## config.mk

```make
export PLATFORM = sky130hd
export DESIGN_NAME = hdlc_tx_fifo
export DESIGN_NICKNAME = d
export VERILOG_FILES = /design/src/rtl/hdlc_txf_pkg.sv /design/src/rtl/hdlc_txf_store.sv /design/src/rtl/hdlc_txf_level_events.sv /design/src/rtl/hdlc_tx_fifo.sv
export SDC_FILE = /design/constraint.sdc
export NUM_CORES = 1
export LEC_CHECK = 0
export BUFFER_PORTS_ARGS = -buffer_cell sky130_fd_sc_hd__buf_4
export CORE_UTILIZATION = 30
export DETAILED_ROUTE_END_ITERATION = 6
export PLACE_DENSITY = 0.52
export SETUP_SLACK_MARGIN = 0.4
export SLEW_MARGIN = 20
export SYNTH_ARGS = -nofsm -noshare
export SYNTH_HDL_FRONTEND = slang
export SYNTH_SLANG_ARGS = --single-unit
```

## constraint.sdc

```tcl
create_clock -name clk -period 10.4 [get_ports clk]
set_clock_uncertainty 0.05 [all_clocks]
set_input_delay 1.56 -clock clk [delete_from_list [all_inputs] [get_ports clk]]
set_output_delay 1.56 -clock clk [all_outputs]
set_load 0.01 [all_outputs]
```

## src/rtl/hdlc_txf_pkg.sv

```systemverilog
package hdlc_txf_pkg;

    localparam int unsigned DATA_W = 8;

    // One stored slot: payload byte plus the end-of-message tag.
    typedef struct packed {
        logic              last;
        logic [DATA_W-1:0] data;
    } txf_entry_t;

    localparam int unsigned ENTRY_W = $bits(txf_entry_t);

    // Control state of the transmit side, registered as a whole.
    typedef struct packed {
        logic              in_msg;
        logic              dropping;
        logic              underrun;
        logic              eom;
        logic              tx_valid;
        logic [DATA_W-1:0] tx_data;
        logic              tx_last;
        logic              tx_idle;
        logic              tx_abort;
        logic              msg_end;
        logic              urun_ev;
    } txf_ctl_t;

endpackage

```

## src/rtl/hdlc_txf_store.sv

```systemverilog
module hdlc_txf_store
    import hdlc_txf_pkg::*;
#(
    parameter int unsigned DEPTH = 64
) (
    input  logic                           clk,
    input  logic                           rst_n,
    input  logic                           push,
    input  txf_entry_t                     push_entry,
    input  logic                           pop,
    output txf_entry_t                     head,
    output logic [$clog2(DEPTH+1)-1:0]     level
);

    localparam int unsigned CNT_W = $clog2(DEPTH + 1);
    localparam int unsigned PTR_W = (DEPTH > 1) ? $clog2(DEPTH) : 1;
    localparam logic [PTR_W-1:0] LAST_IDX = PTR_W'(DEPTH - 1);

    typedef struct packed {
        logic [PTR_W-1:0] wr;
        logic [PTR_W-1:0] rd;
        logic [CNT_W-1:0] cnt;
    } ptr_state_t;

    ptr_state_t st_d, st_q;
    logic [ENTRY_W-1:0] mem [DEPTH];

    always_comb begin
        st_d = st_q;
        if (push) begin
            st_d.wr = (st_q.wr == LAST_IDX) ? '0 : st_q.wr + 1'b1;
        end
        if (pop) begin
            st_d.rd = (st_q.rd == LAST_IDX) ? '0 : st_q.rd + 1'b1;
        end
        case ({push, pop})
            2'b10:   st_d.cnt = st_q.cnt + 1'b1;
            2'b01:   st_d.cnt = st_q.cnt - 1'b1;
            default: st_d.cnt = st_q.cnt;
        endcase
    end

    always_ff @(posedge clk) begin
        if (!rst_n) begin
            st_q <= '0;
        end else begin
            st_q <= st_d;
        end
    end

    always_ff @(posedge clk) begin
        if (push) begin
            mem[st_q.wr] <= push_entry;
        end
    end

    assign head  = txf_entry_t'(mem[st_q.rd]);
    assign level = st_q.cnt;

    a_r3_push_not_full: assert property (@(posedge clk) disable iff (!rst_n)
        push |-> (st_q.cnt < CNT_W'(DEPTH)));

    a_r2_pop_not_empty: assert property (@(posedge clk) disable iff (!rst_n)
        pop |-> (st_q.cnt != '0));

    a_r2_level_grows: assert property (@(posedge clk) disable iff (!rst_n)
        (push && !pop) |=> (st_q.cnt == $past(st_q.cnt) + 1'b1));

    a_r2_level_shrinks: assert property (@(posedge clk) disable iff (!rst_n)
        (pop && !push) |=> (st_q.cnt == $past(st_q.cnt) - 1'b1));

endmodule

```

## src/rtl/hdlc_txf_level_events.sv

```systemverilog
module hdlc_txf_level_events #(
    parameter int unsigned DEPTH = 64
) (
    input  logic                       clk,
    input  logic                       rst_n,
    input  logic [$clog2(DEPTH+1)-1:0] level,
    output logic                       ev_half_empty,
    output logic                       ev_not_full
);

    localparam int unsigned CNT_W = $clog2(DEPTH + 1);
    localparam logic [CNT_W-1:0] HALF_LVL = CNT_W'(DEPTH / 2);
    localparam logic [CNT_W-1:0] FULL_LVL = CNT_W'(DEPTH);

    logic [CNT_W-1:0] prev_d, prev_q;

    always_comb begin
        prev_d = level;
    end

    always_ff @(posedge clk) begin
        if (!rst_n) begin
            prev_q <= '0;
        end else begin
            prev_q <= prev_d;
        end
    end

    // Pulses appear in the first cycle the new level is visible.
    assign ev_half_empty = (prev_q > HALF_LVL) && (level <= HALF_LVL);
    assign ev_not_full   = (prev_q == FULL_LVL) && (level != FULL_LVL);

    a_r9_half_single: assert property (@(posedge clk) disable iff (!rst_n)
        ev_half_empty |=> !ev_half_empty);

    a_r10_not_full_single: assert property (@(posedge clk) disable iff (!rst_n)
        ev_not_full |=> !ev_not_full);

endmodule

```

## src/rtl/hdlc_tx_fifo.sv

```systemverilog
module hdlc_tx_fifo
    import hdlc_txf_pkg::*;
#(
    parameter int unsigned DEPTH = 64
) (
    input  logic              clk,
    input  logic              rst_n,
    input  logic              wr_en,
    input  logic [DATA_W-1:0] wr_data,
    input  logic              eom_set,
    output logic              st_empty,
    output logic              st_full,
    output logic              st_underrun,
    output logic              eom_armed,
    input  logic              rd_req,
    output logic              tx_valid,
    output logic [DATA_W-1:0] tx_data,
    output logic              tx_last,
    output logic              tx_idle,
    output logic              tx_abort,
    output logic              ev_half_empty,
    output logic              ev_not_full,
    output logic              ev_msg_end,
    output logic              ev_underrun
);

    localparam int unsigned CNT_W = $clog2(DEPTH + 1);

    txf_ctl_t   ctl_d, ctl_q;
    txf_entry_t head;
    txf_entry_t push_entry;
    logic [CNT_W-1:0] level;
    logic is_empty, is_full;
    logic accept, tag, drop_pop, serve, pop;

    hdlc_txf_store #(.DEPTH(DEPTH)) u_store (
        .clk        (clk),
        .rst_n      (rst_n),
        .push       (accept),
        .push_entry (push_entry),
        .pop        (pop),
        .head       (head),
        .level      (level)
    );

    hdlc_txf_level_events #(.DEPTH(DEPTH)) u_events (
        .clk           (clk),
        .rst_n         (rst_n),
        .level         (level),
        .ev_half_empty (ev_half_empty),
        .ev_not_full   (ev_not_full)
    );

    always_comb begin
        is_empty   = (level == '0);
        is_full    = (level == CNT_W'(DEPTH));
        accept     = wr_en && !is_full;
        tag        = ctl_q.eom || eom_set;
        push_entry = '{last: tag, data: wr_data};
        drop_pop   = ctl_q.dropping && !is_empty;
        serve      = rd_req && !ctl_q.dropping;
        pop        = drop_pop || (serve && !is_empty);

        ctl_d          = ctl_q;
        ctl_d.tx_valid = 1'b0;
        ctl_d.tx_data  = '0;
        ctl_d.tx_last  = 1'b0;
        ctl_d.tx_idle  = 1'b0;
        ctl_d.tx_abort = 1'b0;
        ctl_d.msg_end  = 1'b0;
        ctl_d.urun_ev  = 1'b0;

        // Discard phase after an abort: one slot per cycle until a tag.
        if (ctl_q.dropping) begin
            if (rd_req) begin
                ctl_d.tx_idle = 1'b1;
            end
            if (drop_pop && head.last) begin
                ctl_d.dropping = 1'b0;
            end
        end else if (serve) begin
            if (!is_empty) begin
                ctl_d.tx_valid = 1'b1;
                ctl_d.tx_data  = head.data;
                ctl_d.tx_last  = head.last;
                ctl_d.underrun = 1'b0;
                ctl_d.msg_end  = head.last;
                ctl_d.in_msg   = !head.last;
            end else if (ctl_q.in_msg) begin
                ctl_d.tx_abort = 1'b1;
                ctl_d.urun_ev  = 1'b1;
                ctl_d.underrun = 1'b1;
                ctl_d.in_msg   = 1'b0;
                ctl_d.dropping = 1'b1;
            end else begin
                ctl_d.tx_idle = 1'b1;
            end
        end

        // One-shot control bit: consumed by the next accepted write.
        ctl_d.eom = accept ? 1'b0 : tag;
    end

    always_ff @(posedge clk) begin
        if (!rst_n) begin
            ctl_q <= '0;
        end else begin
            ctl_q <= ctl_d;
        end
    end

    assign st_empty    = is_empty;
    assign st_full     = is_full;
    assign st_underrun = ctl_q.underrun;
    assign eom_armed   = ctl_q.eom;
    assign tx_valid    = ctl_q.tx_valid;
    assign tx_data     = ctl_q.tx_data;
    assign tx_last     = ctl_q.tx_last;
    assign tx_idle     = ctl_q.tx_idle;
    assign tx_abort    = ctl_q.tx_abort;
    assign ev_msg_end  = ctl_q.msg_end;
    assign ev_underrun = ctl_q.urun_ev;

    a_r6_single_response: assert property (@(posedge clk) disable iff (!rst_n)
        $onehot0({tx_valid, tx_idle, tx_abort}));

    a_r2_response_needs_request: assert property (@(posedge clk) disable iff (!rst_n)
        (rd_req == 1'b0) |=> !(tx_valid || tx_idle || tx_abort));

    a_r5_end_with_last: assert property (@(posedge clk) disable iff (!rst_n)
        ev_msg_end |-> (tx_valid && tx_last));

    a_r7_abort_flags: assert property (@(posedge clk) disable iff (!rst_n)
        tx_abort |-> (st_underrun && ev_underrun));

    a_r4_eom_consumed: assert property (@(posedge clk) disable iff (!rst_n)
        (wr_en && !st_full) |=> !eom_armed);

    a_r8_no_data_while_dropping: assert property (@(posedge clk) disable iff (!rst_n)
        ctl_q.dropping |=> !tx_valid);

endmodule

```

==> flow_metrics.py <==
metrics = {
    "cells_and_area": {
        "final_cell_mix": "sky130_fd_sc_hd__edfxtp_1, sky130_fd_sc_hd__mux4_2, sky130_fd_sc_hd__nor2_1, sky130_fd_sc_hd__clkbuf_16, sky130_fd_sc_hd__dfxtp_1",
        "final_common_cell": "sky130_fd_sc_hd__edfxtp_1",
        "area_delta_synth_final_pct": 14.0,
        "final_net_count": 1194,
        "fraction_of_final_layout_cells_sized_beyond_drive_strength_1_pct": 26.0,
        "seq_area_um2": 18300,
        "num-fill-cells": 7456,
        "area_occupied_by_multi_input_gates_um2": 5520,
        "insertedDiodeCount": 0,
    },
    "global_route": {
        "grt_use_total_pct": 14.2,
        "pin_count_of_the_biggest_net_entering_global_routing": 93,
        "grt_first_pass_wirelength_mm": 83.5,
        "first_global_vias": 11700,
        "remaining_global_route_overflow": 0,
        "antenna_found_initial": 1,
    },
    "power": {
        "ir_worst_vdd_mv": 0.120,
        "power.density_cell_area_nw_per_um2": 223,
        "switch_share_pct": 24.9,
        "seq_power_share_pct": 46.5,
        "leakage_nw": 8.43,
        "clock_power_share_pct": 38.1,
        "cellInternalPower_mw": 4.62,
        "finalPower_mw": 6.16,
        "power.net_switching_mw": 1.54,
        "power.share.combinational_pct": 15.4,
    },
    "floorplanning": {
        "core_area_um2": 79400,
        "floorplan.die.width_um": 286,
        "boundaryPins": 33,
        "initial_core_util_pct": 30.5,
        "total_number_of_placement_rows": 103,
        "chipHeight_um": 286,
        "fp.dieArea_um2": 81700,
    },
    "critical_path": {
        "worst_ep_arrival_time_ps": 4640,
        "cp.required_ps": 10770,
        "crit_path_max_incr_delay_ps": 820,
        "crit_path_max_fanout": 51,
        "timing.critical_path.max_delay_family": "multiplexers",
        "critical_path.slowest_cell": "sky130_fd_sc_hd__dfxtp_4",
        "path_class": "flop to flop",
        "cp-start-kind": "flop",
        "critPathBufInv": 2,
        "cp_cell_sequence": "buf_4 > buf_4 > mux4_2 > mux4_2 > mux2i_1 > o22ai_1",
        "cp-end-kind": "flop",
    },
    "detailed_routing": {
        "dr.first_iter.drc_count": 994,
        "drt-total-wl_mm": 56.8,
        "routed_via_density": 4.89,
        "antenna_violating_nets_post_route": 0,
        "drt_drc_violations_left": 0,
        "detailedRoute.firstPassIterationCount": 5,
        "wire_per_inst_um": 24.9,
        "vias": 11100,
    },
    "timing": {
        "timing_worst_slew_pin_value_ps": 1040,
        "grt_setup_unrepaired": "no",
        "timing_max_transition_violations_final": 0,
        "setup_total_negative_slack_ps": 0,
        "timing.final.crit_period_ps": 4270,
        "max_freq_mhz": 234,
        "setup_violations": 0,
        "report.final.hold_viol_count": 0,
        "fin_crit_sh_pct": 41.0,
        "slew-limit-headroom_pct": 30.2,
    },
    "yosys": {
        "synth_async_sr_flop_share_pct": 0,
        "ys_warn_count": 0,
        "post-synth-top-area-fraction_pct": 71.5,
        "netlist-cell-type-count": 51,
        "synthesis.instances": 1137,
        "seq_area_frac_synth_pct": 75.5,
        "synth_area_um2": 24200,
        "yosys_most_used_dff": "sky130_fd_sc_hd__edfxtp_1",
        "synth.area.top_cells": "sky130_fd_sc_hd__edfxtp_1, sky130_fd_sc_hd__mux4_2, sky130_fd_sc_hd__dfxtp_1",
        "synth_seq_cells": 624,
        "synth_fp_nets": 1155,
        "synth.avg_cell_area_um2": 21.3,
        "synthDominantAreaCellType": "sky130_fd_sc_hd__edfxtp_1",
        "number_of_flops_mapped_to_enable_cells_by_yosys": 576,
    },
    "clock_tree": {
        "cts.hold.buffers_added": 0,
        "buffer_levels_on_the_longest_clock_path": 3,
        "clock_sinks": 624,
        "post_cts_resized": 0,
        "htree_num_levels": 3,
        "clkTransAtPathRegs_ps": 60,
        "tritoncts": "done",
        "insertion_delay_ps": 600,
        "cts-root-buf": "sky130_fd_sc_hd__clkbuf_16",
        "cts_post_setup_buffers_inserted": 0,
        "numCtsBuffers": 66,
    },
    "outcome": {
        "run_status": "complete, no violations",
    },
    "run": {
        "max-cap-violations": 0,
    },
    "worst_hold_path": {
        "hold_class": "flop to flop",
    },
    "placed_design": {
        "gp_congestion": 0.757,
        "placement.io_buffers": 32,
        "place_hpwl_mm": 32.7,
    },
}
[logic make-up after synthesis]
kind of cell	count (synthesis)	synth area share [%]
buffers and inverters	80	1.68
AO/OA/AOI/OAI	46	1.32
XOR/XNOR	16	0.580
flip-flops	624	75.5
adder cells (fa/ha/maj)	5	0.259
multiplexers	200	17.4
AND/OR/NAND/NOR	166	3.27
[worst reg2reg max path, cell delays in order, from the launching register on]
cell and delay, ps:
sky130_fd_sc_hd__dfxtp_4 820, sky130_fd_sc_hd__buf_4 770, sky130_fd_sc_hd__buf_4 680, sky130_fd_sc_hd__mux4_2 540, sky130_fd_sc_hd__mux4_2 510, sky130_fd_sc_hd__mux2i_1 480
sky130_fd_sc_hd__o22ai_1 260
[path summary, 6_finish.rpt]
check,from,end,slack [ps],depth (start not counted)
setup reg to reg,flop,tx_data[4]$_SDFF_PP0_,6130,6
hold / removal,ctl_q[17]$_SDFFE_PN0P_,ctl_q[17]$_SDFFE_PN0P_,430,2
setup / recovery,flop,tx_data[4]$_SDFF_PP0_,6130,6
hold reg to reg,ctl_q[17]$_SDFFE_PN0P_,ctl_q[17]$_SDFFE_PN0P_,430,2
[area by class of cell]
cell class	count	share of cell area [%]
clock inverters	40	1.33
well taps	1050	4.76
clock buffers	77	6.37
multi-input cells	433	20.0
inverters	12	0.163
repair buffers	39	1.11
flip-flops and latches	624	66.3
[sequential cells by signal (all words and copies together) (netlist names), named ones only]
signal	cells
ev_underrun	1
st_underrun	1
ctl_q	2
tx_data	8
u_events.prev_q	7
u_store.mem	576
u_store.level	7
ev_msg_end	1
tx_valid	1
eom_armed	1
tx_idle	1
u_store.st_q	12
[cells in the mapped netlist, types with 4 or more instances]
cell type and count:
sky130_fd_sc_hd__nor2_1 80, sky130_fd_sc_hd__ha_1 5, sky130_fd_sc_hd__xor2_1 5, sky130_fd_sc_hd__buf_2 10, sky130_fd_sc_hd__mux4_2 176, sky130_fd_sc_hd__xnor2_1 11, sky130_fd_sc_hd__clkbuf_1 26, sky130_fd_sc_hd__dfxtp_1 48
sky130_fd_sc_hd__o22ai_1 8, sky130_fd_sc_hd__and2_1 19, sky130_fd_sc_hd__nor2b_1 9, sky130_fd_sc_hd__mux2i_1 24, sky130_fd_sc_hd__buf_4 11, sky130_fd_sc_hd__buf_1 14, sky130_fd_sc_hd__a21oi_1 5, sky130_fd_sc_hd__o21ai_0 8
sky130_fd_sc_hd__nand3_1 5, sky130_fd_sc_hd__a21boi_0 4, sky130_fd_sc_hd__inv_1 10, sky130_fd_sc_hd__edfxtp_1 576, sky130_fd_sc_hd__buf_6 7, sky130_fd_sc_hd__nand2_1 27
[power groups by stage]
stage	registers, mW	logic (mW)	clock network, mW
detailed placement	2.92	0.962	0
global placement	2.92	0.955	0
finish	2.87	0.947	2.35
global route	2.88	1.01	2.48
floorplan	2.87	0.688	0
CTS	2.87	0.966	2.39
[through the flow]
| step | cell area, um2 | setup slack, ps | cells | hold WS [ps] | utilization [%] |
|---|---|---|---|---|---|
| finish | 27600 | 6130 | 2275 | 431 | 34.7 |
| global route | 27600 | 6010 | 2275 | 491 | 34.7 |
| CTS | 27600 | 6180 | 2275 | 434 | 34.7 |
| detailed placement | 25400 | 5750 | 2158 | 426 | 32.1 |
| global placement | 25400 | 5800 | 2158 | 420 | 32.1 |
| floorplan | 24200 | 6060 | 1137 | 401 | - |
[metal layers]
metal | vias up | global-route usage, % | routed length (um)
met5 | - | 0 | 0
met4 | 0 | 3.56 | 1050
met3 | 74 | 3.55 | 3580
met2 | 306 | 22.3 | 26800
met1 | 6002 | 19.6 | 25300
li1 | 4753 | - | -
No activity file was read; power rests on OpenSTA's default activity.
